### src/rtl/ptmr_pkg.sv
package ptmr_pkg;

  parameter int unsigned CNT_W = 32;
  typedef logic [CNT_W-1:0] cnt_t;

  // per-compare configuration, LSB first: irq, restart, halt
  typedef struct packed {
    logic halt_en;
    logic rst_en;
    logic irq_en;
  } mcfg_t;

  // per-capture configuration, LSB first: rising, falling, irq
  typedef struct packed {
    logic irq_en;
    logic fall_en;
    logic rise_en;
  } ccfg_t;

  // word indexes of the fixed registers
  localparam int W_FLAGS  = 0;
  localparam int W_CTRL   = 1;
  localparam int W_COUNT  = 2;
  localparam int W_DIV    = 3;
  localparam int W_DIVCNT = 4;
  localparam int W_MCTL   = 5;
  localparam int W_MVAL0  = 6;

  function automatic cnt_t cnt_inc(input cnt_t v);
    return v + 1'b1;
  endfunction

  function automatic logic div_done(input cnt_t cnt, input cnt_t lim);
    return cnt == lim;
  endfunction

endpackage

### src/rtl/ptmr_prescale.sv
module ptmr_prescale
  import ptmr_pkg::*;
(
  input  logic clk,
  input  logic rst_n,
  input  logic run,
  input  logic hold,
  input  cnt_t div_lim,
  input  logic wr_divcnt,
  input  logic wr_count,
  input  cnt_t wdata,
  input  logic restart,
  output logic tick,
  output cnt_t div_cnt,
  output cnt_t count
);

  assign tick = run && div_done(div_cnt, div_lim);

  always_ff @(posedge clk or negedge rst_n) begin
    if (!rst_n) begin
      div_cnt <= '0;
    end else if (hold) begin
      div_cnt <= '0;
    end else if (wr_divcnt) begin
      div_cnt <= wdata;
    end else if (run) begin
      div_cnt <= tick ? '0 : cnt_inc(div_cnt);
    end
  end

  always_ff @(posedge clk or negedge rst_n) begin
    if (!rst_n) begin
      count <= '0;
    end else if (hold) begin
      count <= '0;
    end else if (wr_count) begin
      count <= wdata;
    end else if (tick) begin
      count <= restart ? '0 : cnt_inc(count);
    end
  end

endmodule

### src/rtl/ptmr_match.sv
module ptmr_match
  import ptmr_pkg::*;
#(
  parameter int NMATCH = 4
) (
  input  logic                          tick,
  input  cnt_t                          count,
  input  logic [NMATCH-1:0][CNT_W-1:0]  mval,
  input  mcfg_t [NMATCH-1:0]            mcfg,
  output logic [NMATCH-1:0]             hit,
  output logic [NMATCH-1:0]             flag_set,
  output logic                          any_rst,
  output logic                          any_halt
);

  logic [NMATCH-1:0] rst_req;
  logic [NMATCH-1:0] halt_req;
  cnt_t              next_val;

  assign next_val = cnt_inc(count);

  for (genvar i = 0; i < NMATCH; i++) begin : g_cmp
    assign hit[i]      = tick && (next_val == mval[i]);
    assign flag_set[i] = hit[i] && mcfg[i].irq_en;
    assign rst_req[i]  = hit[i] && mcfg[i].rst_en;
    assign halt_req[i] = hit[i] && mcfg[i].halt_en;
  end

  assign any_rst  = |rst_req;
  assign any_halt = |halt_req;

endmodule

### src/rtl/ptmr_capture.sv
module ptmr_capture
  import ptmr_pkg::*;
#(
  parameter int NCAP = 4
) (
  input  logic                        clk,
  input  logic                        rst_n,
  input  logic [NCAP-1:0]             cap_in,
  input  ccfg_t [NCAP-1:0]            ccfg,
  input  cnt_t                        count,
  output logic [NCAP-1:0]             cap_evt,
  output logic [NCAP-1:0]             flag_set,
  output logic [NCAP-1:0][CNT_W-1:0]  cval
);

  logic [NCAP-1:0] sync_a;
  logic [NCAP-1:0] sync_b;
  logic [NCAP-1:0] prev;
  logic [NCAP-1:0] rise;
  logic [NCAP-1:0] fall;

  always_ff @(posedge clk or negedge rst_n) begin
    if (!rst_n) begin
      sync_a <= '0;
      sync_b <= '0;
      prev   <= '0;
    end else begin
      sync_a <= cap_in;
      sync_b <= sync_a;
      prev   <= sync_b;
    end
  end

  assign rise = sync_b & ~prev;
  assign fall = ~sync_b & prev;

  for (genvar i = 0; i < NCAP; i++) begin : g_cap
    assign cap_evt[i]  = (rise[i] && ccfg[i].rise_en) || (fall[i] && ccfg[i].fall_en);
    assign flag_set[i] = cap_evt[i] && ccfg[i].irq_en;

    always_ff @(posedge clk or negedge rst_n) begin
      if (!rst_n) begin
        cval[i] <= '0;
      end else if (cap_evt[i]) begin
        cval[i] <= count;
      end
    end
  end

endmodule

### src/rtl/presc_timer.sv
module presc_timer
  import ptmr_pkg::*;
#(
  parameter int NMATCH = 4,
  parameter int NCAP   = 4,
  parameter int AW     = 8
) (
  input  logic             clk,
  input  logic             rst_n,
  input  logic             bus_sel,
  input  logic             bus_wr,
  input  logic [AW-1:0]    bus_addr,
  input  logic [CNT_W-1:0] bus_wdata,
  output logic [CNT_W-1:0] bus_rdata,
  input  logic [NCAP-1:0]  cap_in,
  output logic             irq
);

  localparam int NF      = NMATCH + NCAP;
  localparam int MCTL_W  = 3 * NMATCH;
  localparam int CCTL_W  = 3 * NCAP;
  localparam int W_CCTL  = W_MVAL0 + NMATCH;
  localparam int W_CVAL0 = W_CCTL + 1;

  // bus decode
  logic wr_any;
  int   widx;
  logic wr_flags, wr_ctrl, wr_count, wr_div, wr_divcnt, wr_mctl, wr_cctl;

  assign wr_any    = bus_sel && bus_wr && (bus_addr[1:0] == 2'b00);
  assign widx      = int'(bus_addr[AW-1:2]);
  assign wr_flags  = wr_any && (widx == W_FLAGS);
  assign wr_ctrl   = wr_any && (widx == W_CTRL);
  assign wr_count  = wr_any && (widx == W_COUNT);
  assign wr_div    = wr_any && (widx == W_DIV);
  assign wr_divcnt = wr_any && (widx == W_DIVCNT);
  assign wr_mctl   = wr_any && (widx == W_MCTL);
  assign wr_cctl   = wr_any && (widx == W_CCTL);

  // configuration state
  logic                          ctrl_en;
  logic                          hold;
  cnt_t                          div_lim;
  logic [MCTL_W-1:0]             mctl_q;
  logic [CCTL_W-1:0]             cctl_q;
  logic [NMATCH-1:0][CNT_W-1:0]  mval;
  logic [NF-1:0]                 flags;

  // internal events
  logic                          run;
  logic                          tick;
  cnt_t                          div_cnt;
  cnt_t                          count;
  logic [NMATCH-1:0]             hit;
  logic [NMATCH-1:0]             m_set;
  logic                          any_rst;
  logic                          any_stop;
  logic [NCAP-1:0]               cap_evt;
  logic [NCAP-1:0]               c_set;
  logic [NCAP-1:0][CNT_W-1:0]    cval;
  logic [NF-1:0]                 flag_set;
  logic [NF-1:0]                 flag_clr;
  mcfg_t [NMATCH-1:0]            mcfg;
  ccfg_t [NCAP-1:0]              ccfg;

  assign run  = ctrl_en && !hold;
  assign mcfg = mctl_q;
  assign ccfg = cctl_q;

  always_ff @(posedge clk or negedge rst_n) begin
    if (!rst_n) begin
      ctrl_en <= 1'b0;
      hold    <= 1'b0;
    end else if (wr_ctrl) begin
      ctrl_en <= bus_wdata[0];
      hold    <= bus_wdata[1];
    end else if (any_stop) begin
      ctrl_en <= 1'b0;
    end
  end

  always_ff @(posedge clk or negedge rst_n) begin
    if (!rst_n) begin
      div_lim <= '0;
      mctl_q  <= '0;
      cctl_q  <= '0;
    end else begin
      if (wr_div)  div_lim <= bus_wdata;
      if (wr_mctl) mctl_q  <= bus_wdata[MCTL_W-1:0];
      if (wr_cctl) cctl_q  <= bus_wdata[CCTL_W-1:0];
    end
  end

  for (genvar i = 0; i < NMATCH; i++) begin : g_mval
    always_ff @(posedge clk or negedge rst_n) begin
      if (!rst_n) begin
        mval[i] <= '0;
      end else if (wr_any && (widx == W_MVAL0 + i)) begin
        mval[i] <= bus_wdata;
      end
    end
  end

  // pending flags: set wins over clear in the same cycle
  assign flag_set = {c_set, m_set};
  assign flag_clr = wr_flags ? bus_wdata[NF-1:0] : '0;

  always_ff @(posedge clk or negedge rst_n) begin
    if (!rst_n) begin
      flags <= '0;
    end else begin
      flags <= (flags & ~flag_clr) | flag_set;
    end
  end

  assign irq = |flags;

  ptmr_prescale u_prescale (
    .clk       (clk),
    .rst_n     (rst_n),
    .run       (run),
    .hold      (hold),
    .div_lim   (div_lim),
    .wr_divcnt (wr_divcnt),
    .wr_count  (wr_count),
    .wdata     (bus_wdata),
    .restart   (any_rst),
    .tick      (tick),
    .div_cnt   (div_cnt),
    .count     (count)
  );

  ptmr_match #(.NMATCH(NMATCH)) u_match (
    .tick     (tick),
    .count    (count),
    .mval     (mval),
    .mcfg     (mcfg),
    .hit      (hit),
    .flag_set (m_set),
    .any_rst  (any_rst),
    .any_halt (any_stop)
  );

  ptmr_capture #(.NCAP(NCAP)) u_capture (
    .clk      (clk),
    .rst_n    (rst_n),
    .cap_in   (cap_in),
    .ccfg     (ccfg),
    .count    (count),
    .cap_evt  (cap_evt),
    .flag_set (c_set),
    .cval     (cval)
  );

  // read mux
  always_comb begin
    bus_rdata = '0;
    if (bus_addr[1:0] == 2'b00) begin
      if (widx == W_FLAGS)  bus_rdata[NF-1:0]     = flags;
      if (widx == W_CTRL)   bus_rdata[1:0]        = {hold, ctrl_en};
      if (widx == W_COUNT)  bus_rdata             = count;
      if (widx == W_DIV)    bus_rdata             = div_lim;
      if (widx == W_DIVCNT) bus_rdata             = div_cnt;
      if (widx == W_MCTL)   bus_rdata[MCTL_W-1:0] = mctl_q;
      if (widx == W_CCTL)   bus_rdata[CCTL_W-1:0] = cctl_q;
      for (int i = 0; i < NMATCH; i++) begin
        if (widx == W_MVAL0 + i) bus_rdata = mval[i];
      end
      for (int i = 0; i < NCAP; i++) begin
        if (widx == W_CVAL0 + i) bus_rdata = cval[i];
      end
    end
  end

endmodule

### config.mk
export PLATFORM = sky130hd
export DESIGN_NAME = presc_timer
export DESIGN_NICKNAME = d
export VERILOG_FILES = /design/src/rtl/ptmr_pkg.sv /design/src/rtl/ptmr_prescale.sv /design/src/rtl/ptmr_match.sv /design/src/rtl/ptmr_capture.sv /design/src/rtl/presc_timer.sv
export SDC_FILE = /design/constraint.sdc
export NUM_CORES = 1
export LEC_CHECK = 0
export BUFFER_PORTS_ARGS = -buffer_cell sky130_fd_sc_hd__buf_2
export CORE_AREA = 2 2 296 298
export CTS_CLUSTER_SIZE = 20
export DETAILED_ROUTE_END_ITERATION = 8
export DIE_AREA = 0 0 298 300
export MAX_ROUTING_LAYER = met4
export PLACE_DENSITY = 0.56
export SKIP_CTS_REPAIR_TIMING = 1
export SLEW_MARGIN = 20
export SYNTH_ARGS = -nofsm -noshare
export SYNTH_HDL_FRONTEND = slang
export SYNTH_SLANG_ARGS = --single-unit
### constraint.sdc
create_clock -name clk -period 3.9 [get_ports clk]
set_input_delay 0.39 -clock clk [delete_from_list [all_inputs] [get_ports clk]]
set_output_delay 0.39 -clock clk [all_outputs]
set_load 0.05 [all_outputs]
* Word level (Yosys, flattened, before mapping) *
Cells that the tools add are included.

word-level totals
  output and inout port bits = 33
  flip-flop bits (word level) = 398

cells by class
  equal/unequal tests = 19
  reduce and logical (&&, ||, !) cells = 56
  bitwise gates (word level) = 7
  add/sub/neg operators = 2
  multiplexer cells = 27

operators by type and width
  operator                                                          count
  32-bit two-way mux                                                20
  32-bit == test                                                    5
  32-bit by 1-bit adder with 32-bit output (second input constant)  2
  1-bit logical AND                                                 43
  6-bit by 5-bit == test with 1-bit output (second input constant)  7
  32-bit zero test                                                  1
  6-bit by 4-bit == test with 1-bit output (second input constant)  4
  12-bit two-way mux                                                2
  8-bit two-way mux                                                 2
  6-bit by 3-bit == test with 1-bit output (second input constant)  2
  4-bit bitwise AND                                                 2
  8-bit bitwise AND                                                 1
  4-bit NOT                                                         2
  8-bit NOT                                                         1
  8-bit OR                                                          1
  4-bit OR reduction                                                2
  8-bit OR reduction                                                1
  6-bit by 2-bit == test with 1-bit output (second input constant)  1
  3-bit nonzero test                                                2
  1-bit logical OR                                                  4
  2-bit zero test                                                   1
  1-bit two-way mux                                                 2
  2-bit two-way mux                                                 1
  2-bit nonzero test                                                1
  1-bit zero test                                                   1

* Logic depth before layout (Yosys ltp) *
  depth after elaboration = 17
  depth in mapped cells = 16
  depth with buffers taken out = 11

* Cells and area by module *
Synthesis repeated with hierarchy kept, for this count alone.

second synthesis, totals
  cell total of the unflattened synthesis = 3303
  area total of the unflattened synthesis = 31276.2 µm²

modules (own cells, without submodules)
  module         times used  cells each  area an instance (µm²)
  ptmr_capture   1           1092        11058.1
  presc_timer    1           969         10819.1
  ptmr_prescale  1           637         5054.8
  ptmr_match     1           605         4344.2

* Worst setup path after synthesis *
Ideal clock, no wire load.

  path type = input port to output port
  start point = input bus_addr[2]
  end point = output bus_rdata[0]
  path buffers = 1
  stages = 10
  data required time = 3.510 ns
  arrival = 3.516 ns
  slack = -0.006 ns
  path through = clkbuf_1 or4_1 nor3_1 a222oi_1 mux2i_1 a21oi_1 nand3_1 o21ai_0 and3_1 o32ai_1

between the ends
  word-level cells in the longest chain between the ends = 17
  elaborated cells between the ends (all ways) = 31

ends and longest elaborated chain
  element                          RTL line            RTL
  from (decl)                      presc_timer.sv:12   input logic [AW-1:0] bus_addr,
  32-bit zero test                 presc_timer.sv:159  if (widx == W_FLAGS) bus_rdata[NF-1:0] = flags;
  8-bit two-way mux                presc_timer.sv:159
  2-bit two-way mux                presc_timer.sv:160  if (widx == W_CTRL) bus_rdata[1:0] = {hold, ctrl_en};
  32-bit two-way mux               presc_timer.sv:161  if (widx == W_COUNT) bus_rdata = count;
  32-bit two-way mux               presc_timer.sv:162  if (widx == W_DIV) bus_rdata = div_lim;
  32-bit two-way mux               presc_timer.sv:163  if (widx == W_DIVCNT) bus_rdata = div_cnt;
  12-bit two-way mux               presc_timer.sv:164  if (widx == W_MCTL) bus_rdata[MCTL_W-1:0] = mctl_q;
  12-bit two-way mux               presc_timer.sv:165  if (widx == W_CCTL) bus_rdata[CCTL_W-1:0] = cctl_q;
  32-bit two-way mux (4 in a row)  presc_timer.sv:167  if (widx == W_MVAL0 + i) bus_rdata = mval[i];
  32-bit two-way mux (3 in a row)  presc_timer.sv:170  if (widx == W_CVAL0 + i) bus_rdata = cval[i];
  32-bit two-way mux (*)           presc_timer.sv:170
  32-bit two-way mux (*)           presc_timer.sv:158  if (bus_addr[1:0] == 2'b00) begin
  to (decl)                        presc_timer.sv:14   output logic [CNT_W-1:0] bus_rdata,

Mark *: on every way between the ends. The rest lies on a longest branch, timed or not.

* Worst setup path after layout *
  start point = register u_prescale.count[1]
  end point = register u_prescale.count[30]

between the ends
  word-level cells in the longest chain between the ends = 9
  elaborated cells between the ends (all ways) = 18

ends and longest elaborated chain
  element                                       RTL line             RTL
  from (decl)                                   ptmr_prescale.sv:15  output cnt_t count
  from (signal assigned)                        ptmr_prescale.sv:38  count <= wdata;
  from (signal assigned)                        ptmr_prescale.sv:40  count <= restart ? '0 : cnt_inc(count);
  32-bit by 1-bit adder with 32-bit output (*)  ptmr_pkg.sv:30       return v + 1'b1;
  32-bit == test                                ptmr_match.sv:23     assign hit[i] = tick && (next_val == mval[i]);
  1-bit logical AND                             ptmr_match.sv:23
  1-bit logical AND                             ptmr_match.sv:25     assign rst_req[i] = hit[i] && mcfg[i].rst_en;
  4-bit OR reduction                            ptmr_match.sv:29     assign any_rst = |rst_req;
  32-bit two-way mux (*)                        ptmr_prescale.sv:40
  32-bit two-way mux (*)                        ptmr_prescale.sv:39  end else if (tick) begin
  32-bit two-way mux (*)                        ptmr_prescale.sv:37  end else if (wr_count) begin
  32-bit two-way mux (*)                        ptmr_prescale.sv:35  end else if (hold) begin

Mark *: on every way between the ends. The rest lies on a longest branch, timed or not. The select of a mux whose other input is x is not followed.
A chain may end at the register's enable or synchronous reset.

==> qor.yml <==
status:
  status: "complete, no violations"
sta:
  slew-limit-headroom_pct: 34.00
  setup_viol: 0
  hold_ws_ns: 0.1712
  hold_violations: 0
  slew_violations: 0
  finClkSkew_ns: 0.01735
  fin_crit_sh_pct: 99.29
  tns_ns: 0
  max_freq_mhz: 258.2
  tightestPinTransition_ns: 0.9796
  fin_crit_ns: 3.872
clock_network:
  htreeDepth: 2
  clk_pin_slew_ns: 0.07
  numCtsBuffers: 49
  cts_max_path_buffers: 3
  root_buffer: "clkbuf_16"
  cts_tree: "done"
  insertion_delay_ns: 0.63
  cts.sinks: 398
finish:
  final_nets: 2975
  fill_cells: 8860
  drive_gt1_share_pct: 32.11
  area_delta_synth_final_pct: 23.61
  design_area_um2: 31740
  instances_no_fill: 4126
worst_setup_path:
  crit_chain: "ha_2 -> buf_6 -> buf_6 -> and3_4 -> or4_4 -> and3_4 -> or4_4 -> nor4_4 -> nand4_1 -> nor4_4 -> buf_4 -> nand2_8 -> clkbuf_16 -> a32oi_1 -> o21ai_1"
  slowest_stage: "or4_4"
  cp_data_arrival_time_ns: 4.36
  path_max_fanout: 9
  path_class: "register to register"
  startpoint_type: "register"
  crit_path_end_kind: "register"
  max_stage_delay_ns: 0.47
  critPathRequiredTime_ns: 4.39
pwr:
  power_mw: 11.07
  peakVddDrop_mv: 0.2988
  power.density_nw_per_um2: 348.8
  leakage_nw: 13.95
synthesis:
  syn-instance-count: 2651
  async_flop_share_pct: 100.0
  syn_area_per_cell_um2: 9.687
  synth_edf_count: 0
  synth_commonest_cells: "dfrtp_1 (398), mux2_2 (314), nand2_1 (185)"
  ys_types: 92
  ys_seq_area_share_pct: 38.78
  ys_top_cells_by_area: "dfrtp_1 (39%), mux2_2 (14%), xnor2_1 (4.5%)"
  yosys.area.top_type: "dfrtp_1"
  yosysWarningCount: 0
  ys_ff_latch: 398
  synth_most_common_cell: "dfrtp_1"
  synth_ff_type: "dfrtp_1"
  yosysTopAreaCellShare_pct: 38.78
  syn_nets: 2701
  synth_area_um2: 25680
floorplan:
  die_y_um: 300
  num_rows: 108
  coreArea_um2: 86210
  initial_core_util_pct: 29.79
  die_area_um2: 89400
  design.portCount: 81
  die_w_um: 298
global_route:
  grt_usage_pct: 29.92
  grt_max_degree: 98
  grt_pass1_wl_um: 186500
  grt_pass1_vias: 23960
  grt_overflow: 0
  antenna_found_initial: 5
routing:
  vias: 24850
  drcViolationCount: 0
  first_pass_iters: 9
  vias_per_cell: 6.022
  postRouteAntennaNets: 0
  wirelength_um: 133300
  drt-initial-drc-count: 3392
  wl_per_cell_um: 32.30
placed_design:
  gp_congestion: 1.040
  port_buffers: 80
  postPlaceCellArea_um2: 29640
  hpwl_um: 103400
  dpl.cell_count: 4014
worst_hold_path:
  worstHoldPathType: "primary input to register"
flow_run:
  maxCapViolCount: 0
-- layout make-up --
class                           instances  area, um^2  area share (%)
Inverter                               42       157.7          0.4966
Antenna cell                            6       15.01         0.04730
Clock buffer                           71        1450           4.568
Multi-Input combinational cell       1971       14860           46.82
Sequential cell                       398        9967           31.40
Tap cell                             1155        1445           4.553
Timing Repair Buffer                  463        3600           11.34
Clock inverter                         20       245.2          0.7726
-- placed cells by master, fill, tap and decap left out, types with 33 or more instances in the layout --
cell	netlist	layout
dfrtp_1	398	392
a221oi_1	37	37
nor3_1	53	47
a21oi_1	80	80
xnor2_1	131	129
clkbuf_16	0	52
a22oi_1	73	73
nand4_1	76	76
inv_1	40	40
nand3_1	94	94
nand2_1	185	185
nor4_1	41	34
and3_1	46	42
mux2_2	314	314
buf_4	11	350
o21ai_0	89	89
nor2b_1	33	33
buf_2	35	80
a222oi_1	40	40
nor2_1	159	148
xor2_1	36	36
-- per-stage QoR --
step,utilization [%],worst slack (ns)
finish,36.82,0.02770
global route,36.81,-0.01768
CTS,36.35,-0.2555
detailed placement,34.38,-0.2320
global placement,34.38,-0.2706
floorplan,-,0.3253
-- worst max-delay path: cells and delay by family (launching register included) --
kind                     cells  cell delay [ns]
AO/OA/AOI/OAI                2             0.27
adder cells (fa/ha/maj)      1             0.20
buffers and inverters        4             0.66
flip-flops                   1             0.39
AND/OR/NAND/NOR              8             2.20
-- power breakdown --
group / switching (mW) / internal (mW) / total, mW
combinational: 1.03 / 0.646 / 1.68
sequential: 0.234 / 4.29 / 4.53
clock: 2.01 / 2.86 / 4.87
-- sequential cells by signal, indices dropped and copies added (netlist names) --
signal / flops
u_prescale.div_cnt: 32
hold: 1
u_capture.sync_a: 4
u_prescale.count: 32
flags: 8
ccfg: 12
mval: 128
u_capture.sync_b: 4
div_lim: 32
ctrl_en: 1
mcfg: 12
u_capture.cval: 128
u_capture.prev: 4
-- per-layer routing --
layer / global-route usage [%] / up-vias / part of all wire [%]
met5: - / - / 0
met4: 17.74 / 0 / 7.2
met3: 3.627 / 321 / 7.0
met2: 44.69 / 1258 / 44
met1: 38.98 / 12670 / 42
li1: - / 10600 / -
-- path summary, 6_finish.rpt --
kind	from	endpoint	slack, ns	cells past startpoint
worst min-delay path	bus_wdata[30]	u_prescale.div_cnt[30]	0.17	3
worst min register to register	u_capture.sync_a[0]	u_capture.sync_b[0]	0.35	0
worst max register to register	u_prescale.count[1]	u_prescale.count[30]	0.03	15
min in group asynchronous	rst_n	u_prescale.div_cnt[8]	0.43	2
worst max-delay path	u_prescale.count[1]	u_prescale.count[30]	0.03	15
max in group asynchronous	rst_n	u_capture.cval[98]	2.54	3
-- logic make-up (layout without fill, tap and decap cells) --
| family | Yosys count | after routing | synth area share (%) |
|---|---|---|---|
| compound gates | 602 | 602 | 17.04 |
| xor+xnor | 183 | 183 | 7.099 |
| fa+ha+maj | 4 | 4 | 0.1754 |
| buf+inv | 282 | 596 | 4.541 |
| flops | 398 | 398 | 38.78 |
| mux | 326 | 326 | 14.24 |
| other cells | 0 | 6 | 0 |
| simple gates | 856 | 856 | 18.12 |
(Power assumes the default switching activity.)
